==> src/rtl/rvp_pkg.sv <==
package rvp_pkg;

    typedef enum logic [1:0] {
        OP_ADD = 2'd0,
        OP_SUB = 2'd1,
        OP_MUL = 2'd2,
        OP_RSV = 2'd3
    } op_e;

    typedef enum logic [1:0] {
        ST_IDLE  = 2'd0,
        ST_RUN   = 2'd1,
        ST_FLUSH = 2'd2,
        ST_DONE  = 2'd3
    } st_e;

endpackage

==> src/rtl/rvp_ring.sv <==
module rvp_ring #(
    parameter int NELEM = 4,
    parameter int W     = 16
) (
    input  logic               clk,
    input  logic               rst_n,
    input  logic               load_en,
    input  logic [NELEM*W-1:0] load_data,
    input  logic               rot,
    input  logic [W-1:0]       tail_in,
    output logic [W-1:0]       head,
    output logic [NELEM*W-1:0] contents
);

    logic [W-1:0] slot_q [NELEM];

    // Slot 0 is the head; rotation moves every slot one place toward it.
    for (genvar e = 0; e < NELEM; e++) begin : g_slot
        logic [W-1:0] shift_src;
        if (e == NELEM - 1) begin : g_tail
            assign shift_src = tail_in;
        end else begin : g_body
            assign shift_src = slot_q[e+1];
        end

        always_ff @(posedge clk or negedge rst_n) begin
            if (!rst_n) begin
                slot_q[e] <= '0;
            end else if (load_en) begin
                slot_q[e] <= load_data[e*W +: W];
            end else if (rot) begin
                slot_q[e] <= shift_src;
            end
        end

        assign contents[e*W +: W] = slot_q[e];
    end

    assign head = slot_q[0];

endmodule

==> src/rtl/rvp_alu.sv <==
module rvp_alu
    import rvp_pkg::*;
#(
    parameter int W = 16
) (
    input  logic         clk,
    input  logic         rst_n,
    input  logic         en,
    input  op_e          op,
    input  logic [W-1:0] opa,
    input  logic [W-1:0] opb,
    output logic [W-1:0] res,
    output logic         res_vld
);

    logic [W-1:0] f;

    always_comb begin
        unique case (op)
            OP_ADD:  f = opa + opb;
            OP_SUB:  f = opa - opb;
            OP_MUL:  f = opa * opb;
            default: f = opa + opb;
        endcase
    end

    always_ff @(posedge clk or negedge rst_n) begin
        if (!rst_n) begin
            res     <= '0;
            res_vld <= 1'b0;
        end else begin
            res_vld <= en;
            if (en) begin
                res <= f;
            end
        end
    end

endmodule

==> src/rtl/rvp_ctrl.sv <==
module rvp_ctrl
    import rvp_pkg::*;
#(
    parameter int NREG  = 4,
    parameter int NELEM = 4
) (
    input  logic                    clk,
    input  logic                    rst_n,
    input  logic                    start,
    input  logic [1:0]              op_in,
    input  logic [$clog2(NREG)-1:0] dst_in,
    input  logic [$clog2(NREG)-1:0] sa_in,
    input  logic [$clog2(NREG)-1:0] sb_in,
    output logic                    busy,
    output logic                    done,
    output logic                    run,
    output op_e                     op,
    output logic [$clog2(NREG)-1:0] dst,
    output logic [$clog2(NREG)-1:0] sa,
    output logic [$clog2(NREG)-1:0] sb
);

    localparam int RW = $clog2(NREG);
    localparam int CW = (NELEM > 1) ? $clog2(NELEM) : 1;
    localparam logic [CW-1:0] LAST = CW'(NELEM - 1);

    st_e           st_q, st_d;
    logic [CW-1:0] cnt_q;
    logic          accept;

    assign accept = (st_q == ST_IDLE) && start && (op_e'(op_in) != OP_RSV);

    always_ff @(posedge clk or negedge rst_n) begin
        if (!rst_n) begin
            st_q  <= ST_IDLE;
            cnt_q <= '0;
            op    <= OP_ADD;
            dst   <= '0;
            sa    <= '0;
            sb    <= '0;
        end else begin
            st_q <= st_d;
            if (st_q == ST_RUN) begin
                cnt_q <= cnt_q + 1'b1;
            end else begin
                cnt_q <= '0;
            end
            if (accept) begin
                op  <= op_e'(op_in);
                dst <= RW'(dst_in);
                sa  <= RW'(sa_in);
                sb  <= RW'(sb_in);
            end
        end
    end

    always_comb begin
        st_d = st_q;
        unique case (st_q)
            ST_IDLE:  if (accept) st_d = ST_RUN;
            ST_RUN:   if (cnt_q == LAST) st_d = ST_FLUSH;
            ST_FLUSH: st_d = ST_DONE;
            ST_DONE:  st_d = ST_IDLE;
            default:  st_d = ST_IDLE;
        endcase
    end

    always_comb begin
        busy = 1'b0;
        done = 1'b0;
        run  = 1'b0;
        unique case (st_q)
            ST_IDLE:  ;
            ST_RUN:   begin busy = 1'b1; run = 1'b1; end
            ST_FLUSH: busy = 1'b1;
            ST_DONE:  begin busy = 1'b1; done = 1'b1; end
            default:  ;
        endcase
    end

endmodule

==> src/rtl/rvp_top.sv <==
module rvp_top
    import rvp_pkg::*;
#(
    parameter int NREG  = 4,
    parameter int NELEM = 4,
    parameter int W     = 16
) (
    input  logic                    clk,
    input  logic                    rst_n,
    input  logic                    cmd_start,
    input  logic [1:0]              cmd_op,
    input  logic [$clog2(NREG)-1:0] cmd_dst,
    input  logic [$clog2(NREG)-1:0] cmd_srca,
    input  logic [$clog2(NREG)-1:0] cmd_srcb,
    output logic                    cmd_busy,
    output logic                    cmd_done,
    input  logic                    ld_en,
    input  logic [$clog2(NREG)-1:0] ld_sel,
    input  logic [NELEM*W-1:0]      ld_data,
    input  logic [$clog2(NREG)-1:0] rd_sel,
    output logic [NELEM*W-1:0]      rd_data
);

    localparam int RW = $clog2(NREG);
    localparam int VW = NELEM * W;

    logic          busy, done, run, res_vld;
    op_e           op;
    logic [RW-1:0] dst, sa, sb;
    logic [W-1:0]  res;
    logic [W-1:0]  head   [NREG];
    logic [VW-1:0] ring_q [NREG];
    logic [NREG*VW-1:0] all_flat;

    rvp_ctrl #(.NREG(NREG), .NELEM(NELEM)) u_ctrl (
        .clk    (clk),
        .rst_n  (rst_n),
        .start  (cmd_start),
        .op_in  (cmd_op),
        .dst_in (cmd_dst),
        .sa_in  (cmd_srca),
        .sb_in  (cmd_srcb),
        .busy   (busy),
        .done   (done),
        .run    (run),
        .op     (op),
        .dst    (dst),
        .sa     (sa),
        .sb     (sb)
    );

    rvp_alu #(.W(W)) u_alu (
        .clk     (clk),
        .rst_n   (rst_n),
        .en      (run),
        .op      (op),
        .opa     (head[sa]),
        .opb     (head[sb]),
        .res     (res),
        .res_vld (res_vld)
    );

    for (genvar r = 0; r < NREG; r++) begin : g_ring
        logic is_src, is_dst, rot, ld_hit;
        logic [W-1:0] tail;

        assign is_src = run && ((sa == RW'(r)) || (sb == RW'(r)));
        assign is_dst = res_vld && (dst == RW'(r));
        assign rot    = is_src || is_dst;
        assign tail   = is_dst ? res : head[r];
        assign ld_hit = ld_en && !busy && (ld_sel == RW'(r));

        rvp_ring #(.NELEM(NELEM), .W(W)) u_ring (
            .clk       (clk),
            .rst_n     (rst_n),
            .load_en   (ld_hit),
            .load_data (ld_data),
            .rot       (rot),
            .tail_in   (tail),
            .head      (head[r]),
            .contents  (ring_q[r])
        );

        assign all_flat[r*VW +: VW] = ring_q[r];
    end

    assign rd_data  = ring_q[rd_sel];
    assign cmd_busy = busy;
    assign cmd_done = done;

endmodule

==> config.mk <==
export PLATFORM = sky130hd
export DESIGN_NAME = rvp_top
export DESIGN_NICKNAME = d
export VERILOG_FILES = /design/src/rtl/rvp_pkg.sv /design/src/rtl/rvp_ring.sv /design/src/rtl/rvp_alu.sv /design/src/rtl/rvp_ctrl.sv /design/src/rtl/rvp_top.sv
export SDC_FILE = /design/constraint.sdc
export NUM_CORES = 1
export LEC_CHECK = 0
export ABC_CLOCK_PERIOD_IN_PS = 6200
export CORE_ASPECT_RATIO = 0.7
export CORE_MARGIN = 10
export CORE_UTILIZATION = 30
export CTS_CLUSTER_DIAMETER = 100
export DETAILED_ROUTE_END_ITERATION = 10
export SLEW_MARGIN = 10
export SYNTH_ARGS = -nofsm -noshare
export SYNTH_HDL_FRONTEND = slang
export SYNTH_HIERARCHICAL = 1
export SYNTH_SLANG_ARGS = --single-unit
==> constraint.sdc <==
create_clock -name clk -period 6.2 [get_ports clk]
set_input_delay 1.24 -clock clk [delete_from_list [all_inputs] [get_ports clk]]
set_output_delay 1.24 -clock clk [all_outputs]
set_load 0.05 [all_outputs]
; After elaboration in Yosys (flattened, before gate mapping)
; Index checks and enable logic that the tools add are counted.
[op_classes]
n_addsub = 3
multipliers = 1
magnitude_cmp = 3
eq_ne = 21
mux = 53
n_bitwise = 3
reduce_logical = 35
[op_table]
columns = op, count
row1 = $mux W16, 40
row2 = $bmux W64 S2, 1
row3 = $mux W64, 2
row4 = $bmux W16 S2, 2
row5 = $pmux W16 S2, 1
row6 = $eq A2 B2 Y1 const B, 12
row7 = $add A16 B16 Y16, 1
row8 = $mul A16 B16 Y16, 1
row9 = $sub A16 B16 Y16, 1
row10 = $logic_and A1 B1 Y1, 15
row11 = $eq A2 B1 Y1 const B, 6
row12 = $logic_not A2 Y1, 5
row13 = $ge A3 B3 Y1 const B, 3
row14 = $not A2 Y3, 3
row15 = $logic_or A1 B1 Y1, 8
row16 = $pmux W2 S4, 1
row17 = $reduce_bool A2 Y1, 4
row18 = $mux W2, 3
row19 = $ne A2 B2 Y1 const B, 2
row20 = $mux W1, 3
row21 = $reduce_or A3 Y1, 1
row22 = $add A2 B1 Y2 const B, 1
row23 = $ne A2 B1 Y1 const B, 1
row24 = $reduce_and A2 Y1, 1
row25 = $logic_not A1 Y1, 1
[totals]
reg_bits = 285
inputBits = 80
output_inout_bits = 66
word_cells = 143

; Longest topological paths before layout
; Gate-level depths: netlist (run 1).
[logic_depth]
depth_word = 7
ltp_mapped = 24
ltp_nobuf = 21

; By module
; The synthesis (run 1) kept the hierarchy.
[modules_own_cells]
columns = mod, n_inst, cells_each, area_per_inst_um2, seq_area_each_um2
row1 = rvp_ring, 4, 293, 3088.0, 1601.5
row2 = rvp_alu, 1, 697, 5789.3, 425.4
row3 = rvp_top, 1, 207, 3199.3, 0.0
row4 = rvp_ctrl, 1, 40, 569.3, 300.3

; Least setup slack after synthesis (run 1)
; No wires, ideal clock.
[synth_timing]
kind = reg2reg
from = reg u_ctrl.sa[0]
to = reg u_alu.res[15]
setup_ns = 0.094
arrival_ns = 5.970
t_required_ns = 6.106
slack_ns = 0.137
path_stages_with_launch = 22
path_buffers = 2
synth_period_minus_slack_ns = 6.063
cell_sequence = dfrtp_1 buf_4 buf_4 mux4_2 and2_1 fa_1 inv_1 fa_1 inv_1 fa_1 fa_1 inv_1 fa_1 fa_1 xor2_1 xnor2_1 xnor2_1 xnor2_1 xnor3_1 xnor2_1 a21oi_1 a221oi_2
[synth_via]
elab_chain_len = 6
elab_cells_between_ends = 8
classes_between = 2 x add/sub / 1 x mul / 4 x mux / 1 x bitwise
[synth_lines]
columns = element, line_no
row1 = "start, declared", rvp_ctrl.sv:19  ; output logic [$clog2(NREG)-1:0] sa,
row2 = "start signal, assigned", rvp_ctrl.sv:51  ; sa <= RW'(sa_in);
row3 = $not A2 Y3 (implied by the code) *, rvp_top.sv:57  ; .opa (head[sa]),
row4 = $bmux W16 S2 *, rvp_top.sv:57
row5 = $mux W16 (implied by the code) * (2 in a row), rvp_top.sv:57
row6 = $mul A16 B16 Y16 (tied with other cells), rvp_alu.sv:22  ; OP_MUL: f = opa * opb;
row7 = $pmux W16 S2 *, rvp_alu.sv:19  ; unique case (op)
row8 = "end signal, assigned", rvp_alu.sv:29  ; res <= '0;
row9 = "end signal, assigned", rvp_alu.sv:34  ; res <= f;
row10 = "end, declared", rvp_alu.sv:12  ; output logic [W-1:0] res,
; Every way passes the cells marked *; elsewhere a longest branch is shown, timed or not. The select of a mux whose other input is x is not followed.
; A chain may end at the register's enable or synchronous reset.

; Worst setup path in the final report (run 1)
; Ends and elaborated chain as after synthesis.

==> results of run 1 <==
-- worst paths after layout --
check                                      from                                       end  slack (ps)
worst max-delay path               u_ctrl/sa[0]                             u_alu/res[15]         170
worst min-delay path            u_ctrl/cnt_q[0]                           u_ctrl/cnt_q[0]         440
worst max register to register     u_ctrl/sa[0]                             u_alu/res[15]         170
worst min register to register  u_ctrl/cnt_q[0]                           u_ctrl/cnt_q[0]         440
max in group asynchronous                 rst_n                              u_ctrl/sa[0]        4080
min in group asynchronous                 rst_n  g_ring[1].u_ring/g_slot[0].shift_src[10]         770
-- sequential cells by signal, indices dropped and copies added (netlist names) --
| register | flops |
|---|---|
| u_ctrl/sb | 2 |
| u_ctrl/st_q | 2 |
| g_ring.u_ring/head | 64 |
| u_ctrl/dst | 2 |
| g_ring.u_ring/g_slot.shift_src | 192 |
| u_ctrl/sa | 2 |
| u_alu/res_vld | 1 |
| u_ctrl/cnt_q | 2 |
| u_ctrl/op | 2 |
| u_alu/res | 16 |
-- cell usage after synthesis, types with 29 or more instances --
master	instances	area [µm²]
sky130_fd_sc_hd__dfrtp_1	285	7132
sky130_fd_sc_hd__clkbuf_1	53	198.9
sky130_fd_sc_hd__nand2_1	344	1291
sky130_fd_sc_hd__and2_1	70	437.9
sky130_fd_sc_hd__nor2_1	38	142.6
sky130_fd_sc_hd__a21oi_1	29	145.1
sky130_fd_sc_hd__inv_1	122	457.9
sky130_fd_sc_hd__fa_1	81	1622
sky130_fd_sc_hd__buf_4	79	593.1
sky130_fd_sc_hd__ha_1	72	900.9
sky130_fd_sc_hd__xnor2_1	45	394.1
sky130_fd_sc_hd__o21ai_0	36	180.2
sky130_fd_sc_hd__o21ai_1	240	1201
sky130_fd_sc_hd__mux2i_1	258	2582
sky130_fd_sc_hd__mux4_2	96	2162
sky130_fd_sc_hd__mux2_2	71	799.5
-- per-stage QoR --
stage	setup TNS, ps	utilization	instances
2_1_floorplan	0	-	2116
3_3_place_gp	0	0.3325	3109
3_5_place_dp	0	0.3325	3109
4_1_cts	0	0.3471	3161
5_1_grt	-72.92	0.3505	3177
6_report	0	0.3505	3177
-- kinds of logic (layout without fill, tap and decap cells) --
kind of cell / after synthesis / after routing / synth area share
AO/OA/AOI/OAI: 359 / 359 / 0.08960
XOR/XNOR: 61 / 61 / 0.02536
adder cells (fa/ha/maj): 153 / 153 / 0.1151
buffers and inverters: 324 / 419 / 0.08680
flip-flops: 285 / 285 / 0.3255
multiplexers: 426 / 426 / 0.2537
AND/OR/NAND/NOR: 508 / 508 / 0.1039
-- routing by layer --
| layer | track usage | part of all wire |
|---|---|---|
| met4 | 0.02178 | 0.011 |
| met1 | 0.2368 | 0.48 |
| met3 | 0.03452 | 0.080 |
| met5 | 0 | 0.00052 |
| met2 | 0.2272 | 0.43 |
-- final cells by class --
type,instances,area (µm²),area share
multi-input cells,1507,13040,0.5170
flip-flops and latches,285,7134,0.2830
repair buffers,245,2321,0.09206
well taps,966,1209,0.04794
clock buffers,41,840.8,0.03335
inverters,122,457.9,0.01816
clock inverters,11,212.7,0.008437
-- worst max-delay path, stage by stage (launching register included) --
cell and delay, ps:
sky130_fd_sc_hd__dfrtp_2 440, sky130_fd_sc_hd__buf_12 170, sky130_fd_sc_hd__mux4_2 640, sky130_fd_sc_hd__and2_4 190, sky130_fd_sc_hd__fa_1 530, sky130_fd_sc_hd__inv_1 50
sky130_fd_sc_hd__fa_1 480, sky130_fd_sc_hd__inv_1 60, sky130_fd_sc_hd__fa_1 490, sky130_fd_sc_hd__fa_1 430, sky130_fd_sc_hd__fa_1 520, sky130_fd_sc_hd__inv_2 60
sky130_fd_sc_hd__fa_1 480, sky130_fd_sc_hd__inv_1 40, sky130_fd_sc_hd__ha_1 320, sky130_fd_sc_hd__or3_1 400, sky130_fd_sc_hd__o21ai_2 80, sky130_fd_sc_hd__a21oi_2 60
sky130_fd_sc_hd__xnor2_1 160, sky130_fd_sc_hd__a21oi_1 90, sky130_fd_sc_hd__a221oi_2 240
-- timing repair --
item / CTS / global route
gates resized for setup: 0 / 29
setup endpoints to repair: 0 / 5
endpoints found under the hold margin: 0 / 0
setup buffers: 0 / 15
==> impl.org, run 1 <==
** Run
- Max-capacitance violation count :: 0

** Yosys
- Post-synthesis net count :: 2349
- Yosys warnings :: 6
- In this run, synthesis inferred 0 flip-flops with an integrated enable.
- Each instance of the synthesized netlist takes up on average 10.35 µm².
- Sequential area share after synthesis :: 0.3255
- Flip-flop and latch count after synthesis :: 285
- Syn Std Cell Area :: ~22000 µm²
- After technology mapping, the gate count stands at around 2100.
- Post-synth ARST share :: 1.000
- Among all flip-flop cells after synthesis, the most frequent one is sky130_fd_sc_hd__dfrtp_1.
- The netlist uses 69 different library cells.

** Outcome
- The flow ran to the end, and the final reports show no timing, DRC or antenna violations.

** Floorplanning
- From bottom edge to top edge, the die measures 246.1 µm.
- In this run the horizontal extent of the chip is 343.0 µm.
- Starting utilization of the core area :: 0.3046
- Number of placed I/O pins :: 146
- The die covers 84420 µm².
- In this run the core area contains 82 standard-cell rows.
- Placeable Area :: 71920 µm²

** CTS
- TritonCTS built the clock tree.
- Worst-case clock buffer depth :: 3
- Clk_lat worst skew :: 590 ps
- Cell chosen for the clock root :: sky130_fd_sc_hd__clkbuf_16
- CTS built an H-tree with a depth of 1.
- Total CTS buffers :: 29
- Clock tree synthesis found a total of 285 sinks.
- CTS Hold Buffers Added :: 0
- Clock-pin slew was measured on the worst setup and hold paths at 60 ps.

** Placed design
- In this run the cell area measured after placement is 23910 µm².
- At the end of routability-driven placement, the weighted congestion stood at 0.9552.
- # port buffers :: 145
- Detailed placement ended at an HPWL of 48450 µm.
- OpenSTA, run right after detailed placement, puts the worst setup slack at 9.044 ps.

** Route
- After detailed routing, the average wire length per cell comes to 21.24 µm.
- Via count :: between 15000 and 20000
- In this run, the number of DRC markers left after iteration 0 of detailed routing was around 1600.
- For this run, the detailed router's first-pass iteration total came to 5.
- DRC violation count after routing :: 0
- Wirelength, routed :: 67500 µm
- Post-route ant nets :: 0
- Mean number of vias per cell :: between 5 and 6

** Timing
- Achievable Freq :: 165.7 MHz
- Setup violations remaining at the end of the flow were counted as 0.
- Clock skew on the completed layout was measured at 12.26 ps.
- After layout, the minimum clock period comes to 6033 ps.
- In this run the tightest slew margin relative to its limit is 0.2946.
- The number of hold violations in the final report was 0.
- Crit path setup slack, layout :: 166.6 ps
- Actual slew at the worst max-slew pin :: 1058 ps
- Hold is met by between 400 and 500 ps.
- The final-report max-slew violation count is 0.
- Setup repair after global routing could not meet its margin everywhere.
- In the finished design, the share of the clock period the worst path needs comes to 0.9731.

** Critical path
- Startpoint kind of the worst setup timing path :: flip-flop
- Of all nets on the critical path, the largest fanout is 8.
- Arrival @ worst endpoint :: 6530 ps
- STA puts the critical path data required time at 6690 ps.
- Number of cell instances on the worst register-to-register path :: 20
- Type of destination of the critical path :: flip-flop
- The worst setup path is of the flip-flop to flip-flop kind.

** GRT
- Tot GR Track Use :: 0.1561
- Pin count of the biggest net entering global routing :: 131
- The number of global-route vias before repair was about 17000.
- For this run the aggregate overflow at the end of global routing stands at 0.
- Number of antenna violations at the first check in global routing :: 3
- Wire length of the first global-routing pass :: around 100000 µm

** Layout
- The number of antenna diodes in the final layout is 0.
- Of the cells placed in the final design, the portion with a size suffix greater than 1 is 0.1687.
- The library cell used most frequently in the layout, excluding fill and tap cells, is sky130_fd_sc_hd__nand2_1.
- Most frequent cells in the layout :: sky130_fd_sc_hd__nand2_1 (344), sky130_fd_sc_hd__dfrtp_1 (283), sky130_fd_sc_hd__mux2i_1 (258), sky130_fd_sc_hd__o21ai_1 (242), sky130_fd_sc_hd__clkdlybuf4s50_1 (142)
- Fin nets :: 2423
- Relative to the synthesized area, the layout overhead comes to 15.06%.
- The filler cells instantiated in the layout total 7125.
- Post-layout instance area :: 25210 µm²

** Worst hold path
- The worst hold path belongs to the class flip-flop to flip-flop.
- Along the worst hold path, the cell count comes to 1.
Power of run 1 is not shown: default switching activity piles up to over one toggle a cycle in this logic, so the estimate is an artifact.
==> inputs of run 2 (changes only) <==
SLEW_MARGIN = 20   (was 10)
==> run 2 against run 1 <==
Compared with the run above:
- critical path depth unchanged
- design area up 0.11%
- flip-flop and latch count unchanged
- die area unchanged
==> impl.org, run 2 (synthesized netlist as in run 1, its figures left out) <==
** Critical path
- Type of destination of the critical path :: flip-flop
- By instance count, the cell type seen most on the critical path is sky130_fd_sc_hd__fa_1.
- Startpoint kind of the worst setup timing path :: flip-flop
- The slowest stage of the critical path is the sky130_fd_sc_hd__mux4_2 cell.
- The highest net fanout along the worst path was 8 (unchanged).
- Arrival @ worst endpoint :: 6530 ps (about the same)
- Series of cell instances along the critical path :: buf_12, mux4_2, and2_4, fa_1, inv_1, fa_1, inv_1, fa_1, fa_1, fa_1, inv_2, fa_1, inv_1, ha_1, or3_1, o21ai_2, a21oi_2, xnor2_1, a21oi_1, a221oi_2
- Delay contributed by the slowest stage of the critical path :: 640 ps (about the same)
- The worst setup path is of the flip-flop to flip-flop kind.
- The number of cells on the worst reg-to-reg path was 20 (unchanged).
- The worst path required time was 6690 ps (about the same).

** GRT
- Number of global-route vias before repair :: 16590 (unchanged)
- Pin count of the biggest net entering global routing :: 131 (unchanged)
- The total global-route track usage was 0.1561 (unchanged).
- Wire length of the first global-routing pass :: 104500 µm (unchanged)
- The number of antenna violations at the first check in global routing is 3 (unchanged).
- Overflow left after global routing :: 0 (unchanged)

** Placed design
- The cell count after placement came to 3109 (unchanged).
- The routability congestion estimate came to 0.9552 (unchanged).
- # port buffers :: 145 (unchanged)
- Post-detailed-placement half-perimeter wirelength :: 48450 µm (unchanged)

** Floorplanning
- The chip height was 246.1 µm (unchanged).
- The area of the core is 71920 µm² (unchanged).
- Number of placed I/O pins :: 146 (unchanged)
- Die width :: 343.0 µm (unchanged)
- Number of rows created at floorplan :: 82 (unchanged)
- Die footprint :: 84420 µm² (unchanged)
- The starting density of the core was 0.3046 (unchanged).

** CTS
- The number of H-tree levels was 1 (unchanged).
- Clock slew seen by the registers of the worst setup and hold paths :: 60 ps (about the same)
- Total CTS buffers :: 29 (unchanged)
- Cell chosen for the clock root :: sky130_fd_sc_hd__clkbuf_16
- TritonCTS built the clock tree.
- The number of buffers on the longest clock path is 3 (unchanged).
- Number of sinks driven by the clock tree :: 285 (unchanged)
- Clk_lat worst skew :: 590 ps (about the same)

** Layout
- Final cell utilization of the core :: 0.3509 (+0.0003830)
- The fraction of layout cells with a size suffix above 1 came to 0.1691 (+0.0003758).
- Leaving out fill and tap cells, the most frequent cell in the layout is sky130_fd_sc_hd__nand2_1.
- The top cell types in the final layout, fill and taps aside, are sky130_fd_sc_hd__nand2_1 (344), sky130_fd_sc_hd__dfrtp_1 (283), sky130_fd_sc_hd__mux2i_1 (258), sky130_fd_sc_hd__o21ai_1 (242), sky130_fd_sc_hd__clkdlybuf4s50_1 (142).
- The count of non-filler cells in the finished layout was 3178 (+0.031%).
- Relative to the synthesized area, the layout overhead comes to 15.19%.
- Fin nets :: 2424 (+0.041%)
- The number of flip-flops under the largest register name came to 192 (unchanged).
- Antenna cells :: 0 (unchanged)

** Route
- Highest signal layer in the routed design :: met5
- DRC violation count after routing :: 0 (unchanged)
- The detailed-routed wire length on met2 came to 28560 µm (-0.52%).
- TritonRoute pass-1 iters :: 5 (unchanged)
- Mean number of vias per cell :: 5.180 (about the same)
- Wirelength, routed :: 67420 µm (-0.11%)
- The routed metal-1 wirelength was 32770 µm (+0.40%).
- Post-route ant nets :: 0 (unchanged)
- Met3 layer wire length in the routed design :: 5372 µm (-0.22%)
- Average wire length per cell after detail routing :: 21.21 µm (-0.14%)
- The number of vias in the routed layout was 16461 (+0.012%).
- Iteration-0 DRC Markers :: 1554 (-0.70%)

** Timing
- The final-report max-slew violation count was 0 (unchanged).
- Final Hold Viols :: 0 (unchanged)
- Achievable Freq :: 165.6 MHz (-0.12%)
- Final setup violation count :: 0 (unchanged)
- Actual slew at the worst max-slew pin :: 1005 ps (-53.29 ps)
- The clock tree skew after final layout came to 10.95 ps (-1.314 ps).
- The share of the clock period used by the worst path after layout came to 0.9742 (+0.001123).
- The time the final worst path needs with I/O delays and setup was 6040 ps (+6.965 ps).
- Normalized max-slew margin :: 0.3301 (+0.03553)
- RSZ-0062 raised after global routing :: true

** Worst hold path
- Cell depth of the worst hold path :: 1 (unchanged)
- The tightest min-delay check is of the flip-flop to flip-flop type.

** Outcome
- Result of the run :: complete, no violations

** Run
- Max-capacitance violation count :: 0 (unchanged)
## run 2: routing by layer
metal  vias to the layer above  track usage
li1                       7399            -
met5                         -            0
met1                      8376       0.2368
met4                         6      0.02178
met2                       618       0.2272
met3                        62      0.03452
## run 2: worst paths after layout
| path | from | end | slack, ps |
|---|---|---|---|
| setup reg to reg | u_ctrl/sa[0] | u_alu/res[15] | 160 |
| hold / removal | u_ctrl/cnt_q[0] | u_ctrl/cnt_q[0] | 440 |
| setup / recovery | u_ctrl/sa[0] | u_alu/res[15] | 160 |
| min in group asynchronous | rst_n | g_ring[1].u_ring/g_slot[0].shift_src[10] | 550 |
| max in group asynchronous | rst_n | u_ctrl/sa[0] | 4150 |
| hold reg to reg | u_ctrl/cnt_q[0] | u_ctrl/cnt_q[0] | 440 |
## run 2: area by class of cell
class / count / area [µm²]
fillers: 7123 / 46680
multi-input cells: 1507 / 13040
flip-flops and latches: 285 / 7134
repair buffers: 246 / 2349
well taps: 966 / 1209
clock buffers: 41 / 840.8
inverters: 122 / 457.9
clock inverters: 11 / 212.7
## run 2: critical path: cells and delay by family, from the launching register on
family / cells / cell delay (ps)
xor+xnor: 1 / 160
fa+ha+maj: 7 / 3250
mux: 1 / 640
flops: 1 / 440
simple gates: 2 / 590
compound gates: 4 / 470
buf+inv: 5 / 380
## run 2: stage by stage
step | instance area [µm²] | TNS (ps) | hold WS, ps | worst slack, ps
after floorplan | 21910 | 0 | 409.1 | 136.7
after global placement | 23910 | 0 | 421.1 | 69.29
after detailed placement | 23910 | 0 | 439.0 | 9.044
after CTS | 24960 | 0 | 447.6 | 10.76
after global routing | 25240 | -72.92 | 459.9 | -60.88
final | 25240 | 0 | 440.0 | 159.7
## run 2: what timing repair did
item	4_1_cts	5_1_grt
resized for setup	0	29
setup endpoints to repair	0	5
setup buffers	0	15
hold buffers	0	0
Power of run 2 is left out for the same reason.
